### config.mk
export PLATFORM = sky130hd
export DESIGN_NAME = hwcur_overlay
export DESIGN_NICKNAME = d
export VERILOG_FILES = /design/src/rtl/hwcur_pkg.sv /design/src/rtl/hwcur_regs.sv /design/src/rtl/hwcur_locate.sv /design/src/rtl/hwcur_overlay.sv
export SDC_FILE = /design/constraint.sdc
export NUM_CORES = 2
export LEC_CHECK = 0
export ABC_AREA = 1
export BUFFER_PORTS_ARGS = -buffer_cell sky130_fd_sc_hd__buf_2
export CORE_MARGIN = 2
export CORE_UTILIZATION = 30
export CTS_CLUSTER_SIZE = 40
export DETAILED_ROUTE_END_ITERATION = 8
export SYNTH_ARGS = -nofsm -noshare
export SYNTH_HDL_FRONTEND = slang
export SYNTH_SLANG_ARGS = --single-unit
### constraint.sdc
create_clock -name clk -period 8.1 [get_ports clk]
set_clock_uncertainty 0.1 [all_clocks]
set_input_delay 0 -clock clk [delete_from_list [all_inputs] [get_ports clk]]
set_output_delay 0 -clock clk [all_outputs]
set_load 0.005 [all_outputs]
### src/rtl/hwcur_pkg.sv
package hwcur_pkg;
   localparam int unsigned REG_W   = 32;
   localparam int unsigned ADDR_W  = 12;
   localparam int unsigned COORD_W = 16;

   localparam logic [ADDR_W-1:0] OFS_CTRL  = 12'h818;
   localparam logic [ADDR_W-1:0] OFS_PLACE = 12'h8FC;
   localparam logic [ADDR_W-1:0] OFS_SHAPE = 12'h900;
   localparam logic [ADDR_W-1:0] OFS_TINT  = 12'h980;

   localparam logic [REG_W-1:0]   CTRL_FLAG  = 32'h0200_0000;
   localparam logic [COORD_W-1:0] PARK_POS   = 16'hF000;

   typedef enum logic [2:0] {
      TGT_NONE,
      TGT_CTRL,
      TGT_PLACE,
      TGT_SHAPE,
      TGT_TINT
   } reg_target_e;
endpackage

### src/rtl/hwcur_regs.sv
module hwcur_regs
   import hwcur_pkg::*;
#(
   parameter int unsigned CUR_SIZE = 32,
   localparam int unsigned ROW_W   = (CUR_SIZE > 1) ? $clog2(CUR_SIZE) : 1
) (
   input  logic                             clk,
   input  logic                             rst_n,
   input  logic                             wr,
   input  logic [ADDR_W-1:0]                addr,
   input  logic [REG_W-1:0]                 wdata,
   output logic [REG_W-1:0]                 rdata,
   output logic [COORD_W-1:0]               place_x,
   output logic [COORD_W-1:0]               place_y,
   output logic [CUR_SIZE-1:0][REG_W-1:0]   shape_rows,
   output logic [CUR_SIZE-1:0][REG_W-1:0]   tint_rows
);
   localparam int unsigned SPAN_BYTES = 4 * CUR_SIZE;

   reg_target_e          target;
   logic [ADDR_W-1:0]    shape_off;
   logic [ADDR_W-1:0]    tint_off;
   logic [ROW_W-1:0]     row_sel;
   logic [REG_W-1:0]     ctrl_q;

   assign shape_off = addr - OFS_SHAPE;
   assign tint_off  = addr - OFS_TINT;

   always_comb begin
      target  = TGT_NONE;
      row_sel = '0;
      if (addr == OFS_CTRL) begin
         target = TGT_CTRL;
      end else if (addr == OFS_PLACE) begin
         target = TGT_PLACE;
      end else if (addr >= OFS_SHAPE && 32'(addr) < 32'(OFS_SHAPE) + SPAN_BYTES) begin
         target  = TGT_SHAPE;
         row_sel = shape_off[ROW_W+1:2];
      end else if (addr >= OFS_TINT && 32'(addr) < 32'(OFS_TINT) + SPAN_BYTES) begin
         target  = TGT_TINT;
         row_sel = tint_off[ROW_W+1:2];
      end
   end

   always_ff @(posedge clk) begin
      if (!rst_n) begin
         ctrl_q  <= '0;
         place_x <= PARK_POS;
         place_y <= PARK_POS;
      end else if (wr) begin
         if (target == TGT_CTRL) begin
            ctrl_q <= wdata;
         end
         if (target == TGT_PLACE) begin
            place_x <= wdata[31:16];
            place_y <= wdata[15:0];
         end
      end
   end

   for (genvar r = 0; r < CUR_SIZE; r++) begin : g_row
      always_ff @(posedge clk) begin
         if (!rst_n) begin
            shape_rows[r] <= '0;
            tint_rows[r]  <= '0;
         end else if (wr && row_sel == ROW_W'(r)) begin
            if (target == TGT_SHAPE) begin
               shape_rows[r] <= wdata;
            end
            if (target == TGT_TINT) begin
               tint_rows[r] <= wdata;
            end
         end
      end
   end

   always_comb begin
      rdata = '0;
      if (target == TGT_CTRL) begin
         rdata = ctrl_q | CTRL_FLAG;
      end
   end
endmodule

### src/rtl/hwcur_locate.sv
module hwcur_locate
   import hwcur_pkg::*;
#(
   parameter int unsigned SCREEN_W = 1024,
   parameter int unsigned CUR_SIZE = 32,
   localparam int unsigned ROW_W   = (CUR_SIZE > 1) ? $clog2(CUR_SIZE) : 1,
   localparam int unsigned WIDE_W  = COORD_W + 1
) (
   input  logic [COORD_W-1:0]               px,
   input  logic [COORD_W-1:0]               py,
   input  logic [COORD_W-1:0]               place_x,
   input  logic [COORD_W-1:0]               place_y,
   input  logic [CUR_SIZE-1:0][REG_W-1:0]   shape_rows,
   input  logic [CUR_SIZE-1:0][REG_W-1:0]   tint_rows,
   output logic                             covered,
   output logic                             tint_bit
);
   logic [WIDE_W-1:0] px_w, py_w, cx_w, cy_w;
   logic [WIDE_W-1:0] dx_w, dy_w;
   logic              in_rows, in_cols, on_screen;
   logic [ROW_W-1:0]  row_idx;
   logic [4:0]        bit_idx;
   logic [REG_W-1:0]  shape_word, tint_word;

   assign px_w = {1'b0, px};
   assign py_w = {1'b0, py};
   assign cx_w = {1'b0, place_x};
   assign cy_w = {1'b0, place_y};
   assign dx_w = px_w - cx_w;
   assign dy_w = py_w - cy_w;

   assign in_rows   = (py_w >= cy_w) && (dy_w < WIDE_W'(CUR_SIZE));
   assign in_cols   = (px_w >= cx_w) && (dx_w < WIDE_W'(CUR_SIZE));
   assign on_screen = (cx_w < WIDE_W'(SCREEN_W)) && (px_w < WIDE_W'(SCREEN_W));

   assign row_idx    = dy_w[ROW_W-1:0];
   assign shape_word = shape_rows[row_idx];
   assign tint_word  = tint_rows[row_idx];

   if (CUR_SIZE == REG_W) begin : g_full_row
      assign bit_idx = 5'(REG_W - 1) - dx_w[4:0];
   end else begin : g_part_row
      assign bit_idx = 5'(REG_W - 1) - 5'(dx_w[ROW_W-1:0]);
   end

   assign covered  = in_rows && in_cols && on_screen && shape_word[bit_idx];
   assign tint_bit = tint_word[bit_idx];
endmodule

### src/rtl/hwcur_overlay.sv
module hwcur_overlay
   import hwcur_pkg::*;
#(
   parameter int unsigned SCREEN_W = 1024,
   parameter int unsigned CUR_SIZE = 32,
   parameter int unsigned IDX_W    = 8,
   localparam int unsigned OUT_W   = IDX_W + 1
) (
   input  logic               clk,
   input  logic               rst_n,
   input  logic               reg_wr,
   input  logic [11:0]        reg_addr,
   input  logic [31:0]        reg_wdata,
   output logic [31:0]        reg_rdata,
   input  logic               pix_valid,
   input  logic [15:0]        pix_x,
   input  logic [15:0]        pix_y,
   input  logic [IDX_W-1:0]   pix_index,
   output logic               out_valid,
   output logic [OUT_W-1:0]   out_index
);
   localparam logic [OUT_W-1:0] OVL_LO = OUT_W'((1 << IDX_W) + 2);
   localparam logic [OUT_W-1:0] OVL_HI = OUT_W'((1 << IDX_W) + 3);

   if (CUR_SIZE < 2 || CUR_SIZE > REG_W || (CUR_SIZE & (CUR_SIZE - 1)) != 0) begin : g_bad_size
      $error("CUR_SIZE must be a power of two between 2 and 32");
   end
   if (SCREEN_W < 1 || SCREEN_W >= (1 << COORD_W)) begin : g_bad_width
      $error("SCREEN_W out of coordinate range");
   end
   if (IDX_W < 2 || IDX_W > 16) begin : g_bad_idx
      $error("IDX_W out of range");
   end

   logic [COORD_W-1:0]             place_x, place_y;
   logic [CUR_SIZE-1:0][REG_W-1:0] shape_rows, tint_rows;
   logic                           covered, tint_bit;
   logic [OUT_W-1:0]               next_index;

   hwcur_regs #(.CUR_SIZE(CUR_SIZE)) u_regs (
      .clk        (clk),
      .rst_n      (rst_n),
      .wr         (reg_wr),
      .addr       (reg_addr),
      .wdata      (reg_wdata),
      .rdata      (reg_rdata),
      .place_x    (place_x),
      .place_y    (place_y),
      .shape_rows (shape_rows),
      .tint_rows  (tint_rows)
   );

   hwcur_locate #(.SCREEN_W(SCREEN_W), .CUR_SIZE(CUR_SIZE)) u_locate (
      .px         (pix_x),
      .py         (pix_y),
      .place_x    (place_x),
      .place_y    (place_y),
      .shape_rows (shape_rows),
      .tint_rows  (tint_rows),
      .covered    (covered),
      .tint_bit   (tint_bit)
   );

   always_comb begin
      next_index = {1'b0, pix_index};
      if (covered) begin
         next_index = tint_bit ? OVL_HI : OVL_LO;
      end
   end

   always_ff @(posedge clk) begin
      if (!rst_n) begin
         out_valid <= 1'b0;
         out_index <= '0;
      end else begin
         out_valid <= pix_valid;
         out_index <= next_index;
      end
   end
endmodule

==> results_dict.tcl <==
set metrics [dict create \
    clk_pin_slew_ns 0.06 \
    drtPass1Iterations 6 \
    cts_tree "built" \
    slowest_delay_ns 1.35 \
    wl_per_cell_um 19.1 \
    fmax_ghz 0.165 \
    worstSkewPairLatency_ns 0.92 \
    die_w_um 570 \
    crit_type "flop to flop" \
    synth_fp_nets 13754 \
    path_max_fanout 66 \
    setup_tns_ns 0 \
    rsz0062_at_grt "false" \
    num_io_pins 130 \
    p_leak_nw 35.7 \
    yosysSeqAreaShare 0.442 \
    antenna_found_initial 18 \
    ir_worst_vdd_mv 0.188 \
    hpwl_um 177000 \
    grt_pass1_wl_um 498000 \
    grt-ovfl-total 0 \
    end_kind "flop" \
    cts_buffers 233 \
    post_cts_buffers 0 \
    synth_async_sr_flop_share 0 \
    synth_edf_count 0 \
    die_area_um2 325000 \
    htreeDepth 4 \
    powerDensity_nw_per_um2 216 \
    drcViolationCount 0 \
    yosys-top-cells-count "2805 x a21oi_1, 2712 x o21ai_0, 2124 x inv_1" \
    setup_viol 0 \
    grt_pass1_vias 77572 \
    crit_chain "ha_4 -> fa_4 -> buf_4 -> a21oi_1 -> o21ai_0 -> nand3_1 -> nand3_1 -> nand3_1 -> nand3_1 -> nand3_1 -> nand3_1 -> nand3_1 -> nand3_2 -> nand3_2 -> nand3_1 -> dlygate4sd3_1 -> nand2_1 -> dlygate4sd3_1" \
    fin_cells 17315 \
    hold_class "primary input to flop" \
    hold_ws_ns 0.0674 \
    clock-sinks 2121 \
    yosys.cell_types.count 46 \
    drive_above_1_share 0.0587 \
    row_count 207 \
    worst_pin_slew_ns 1.25 \
    gp_congestion 0.841 \
    cts-hold-fix-buffers 90 \
    initial_core_util 0.302 \
    cp-startpoint "u_regs.place_y[0]" \
    avgSynthCellArea_um2 7.04 \
    grt_usage 0.196 \
    vias 86907 \
    ant_nets 0 \
    viasPerCell 5.02 \
    synth_seq_cells 2121 \
    hp-start "pix_x[4]" \
    yosys.area.top_type "dfxtp_1" \
    required_ns 8.80 \
    ys.flop_type "dfxtp_1" \
    die_height_um 570 \
    fin_crit_ns 6.07 \
    maxSlewViolCount 0 \
    ctsResizeCount 0 \
    crit_arrival_ns 6.77 \
    path_common_cell "nand3_1" \
    cp_slowest_cell "fa_4" \
    yosysWarnings 0 \
    fin_crit_sh 0.750 \
    routed_wl_um 331000 \
    r2r_start "u_regs.place_y[0]" \
    max_cap_viol_count 0 \
    dp.cells 16803 \
    synthTopCellsByArea "dfxtp_1 44%, a21oi_1 15%, o21ai_0 14%, inv_1 8.3%, nand3_1 6.8%" \
    slew-limit-headroom 0.169 \
    nets 13070 \
    drt_iter0_drc 8565 \
    cts_buffer_depth 4 \
    fp.coreArea_um2 318000 \
    area_delta_synth_final_pct 11.5 \
    port_buffers 129 \
    grt_max_degree 240 \
    synth_area_um2 96000 \
    critPathLaunchType "flop" \
    outcome "complete, no violations" \
    clockRootBuffer "clkbuf_16" \
    finalHoldViolCount 0 \
    netlist_instances 13632 \
    synth_top_area_frac 0.442 \
    yosysMostFrequentCell "a21oi_1" \
]
==> routing by layer <==
| metal | vias up | part of all wire | routed length, µm | GRT usage |
|---|---|---|---|---|
| met3 | 501 | 0.059 | 19500 | 0.0235 |
| met2 | 2492 | 0.46 | 152000 | 0.319 |
| li1 | 43794 | - | - | - |
| met5 | - | 0.00017 | 56 | 0 |
| met1 | 40112 | 0.45 | 149000 | 0.266 |
| met4 | 8 | 0.034 | 11400 | 0.0678 |
==> final timing paths <==
path,endpoint,slack (ns),cells past startpoint
hold / removal,out_index[8],0.07,7
hold reg to reg,u_regs.tint_rows[883],0.34,2
setup / recovery,out_index[0],2.03,18
setup reg to reg,out_index[0],2.03,18
==> final cells by class <==
cell class / instances / area (µm²)
clock inverter: 75 / 748
clock buffer: 342 / 6840
multi-input combinational: 8061 / 40500
antenna: 5 / 12.5
timing repair buffer: 402 / 3270
tap: 4180 / 5230
sequential: 2121 / 42500
fill: 33876 / 211000
inverter: 2129 / 8010
==> registers in the layout (all words and copies together), names as in the netlist <==
name and count:
u_regs.ctrl_q 31, u_regs.place_x 16, out_valid 1, out_index 9
u_regs.tint_rows 1024, u_regs.shape_rows 1024, u_regs.place_y 16
==> layout by cell type, fill, tap and decap left out, types with 5 or more instances in the layout <==
cell type and count:
nand2_1 693, xnor2_1 6, nand3_1 1243, xor2_1 6, o211ai_1 125, nor2_2 6, nand3_2 63, nor3_1 12
nor2_1 199, inv_1 2120, diode_2 5, ha_1 30, inv_6 5, clkbuf_8 56, a21oi_1 2805, buf_4 161
clkbuf_1 51, a211oi_1 30, buf_12 26, clkbuf_16 235, clkinvlp_4 13, bufinv_16 13, o21ai_0 2712, o21ai_1 74
nand4_1 13, dlygate4sd3_1 90, buf_2 124, dfxtp_1 2121, clkinv_2 45, nand3b_1 5
==> worst max-delay path: cells and delay by family (launching register included) <==
family | cells | cell delay [ns]
adder cells (fa/ha/maj) | 2 | 1.53
buffers and inverters | 3 | 1.98
AND/OR/NAND/NOR | 11 | 1.73
flip-flops | 1 | 0.35
AO/OA/AOI/OAI | 2 | 0.18
==> power breakdown <==
part	internal [mW]	switching, mW	leakage, nW	total, mW
Sequential	10.4	0.00235	17.1	10.4
Clock	6.22	4.47	3.74	10.7
Combinational	0.488	1.47	14.9	1.96
Total	17.1	5.95	35.7	23.1
==> stage by stage <==
step / area [µm²] / utilization / total power, mW / setup slack [ns]
global route: 107000 / 0.336 / 23.8 / 1.84
CTS: 107000 / 0.336 / 23.2 / 2.10
detailed placement: 98600 / 0.310 / 12.6 / 3.07
floorplan: 96000 / - / 11.9 / 5.33
finish: 107000 / 0.336 / 23.1 / 2.03
global placement: 98600 / 0.310 / 12.6 / 3.11
==> kinds of logic after synthesis <==
| group | count (synthesis) | synth area share |
|---|---|---|
| xor gates and xnor gates | 16 | 0.00154 |
| DFF | 2121 | 0.442 |
| AOI/OAI and AO/OA | 5758 | 0.304 |
| buffers and inverters | 3450 | 0.141 |
| adders and majority gates | 34 | 0.00459 |
| and+or+nand+nor | 2253 | 0.106 |
Note: power is estimated with default switching activity, not from simulation.
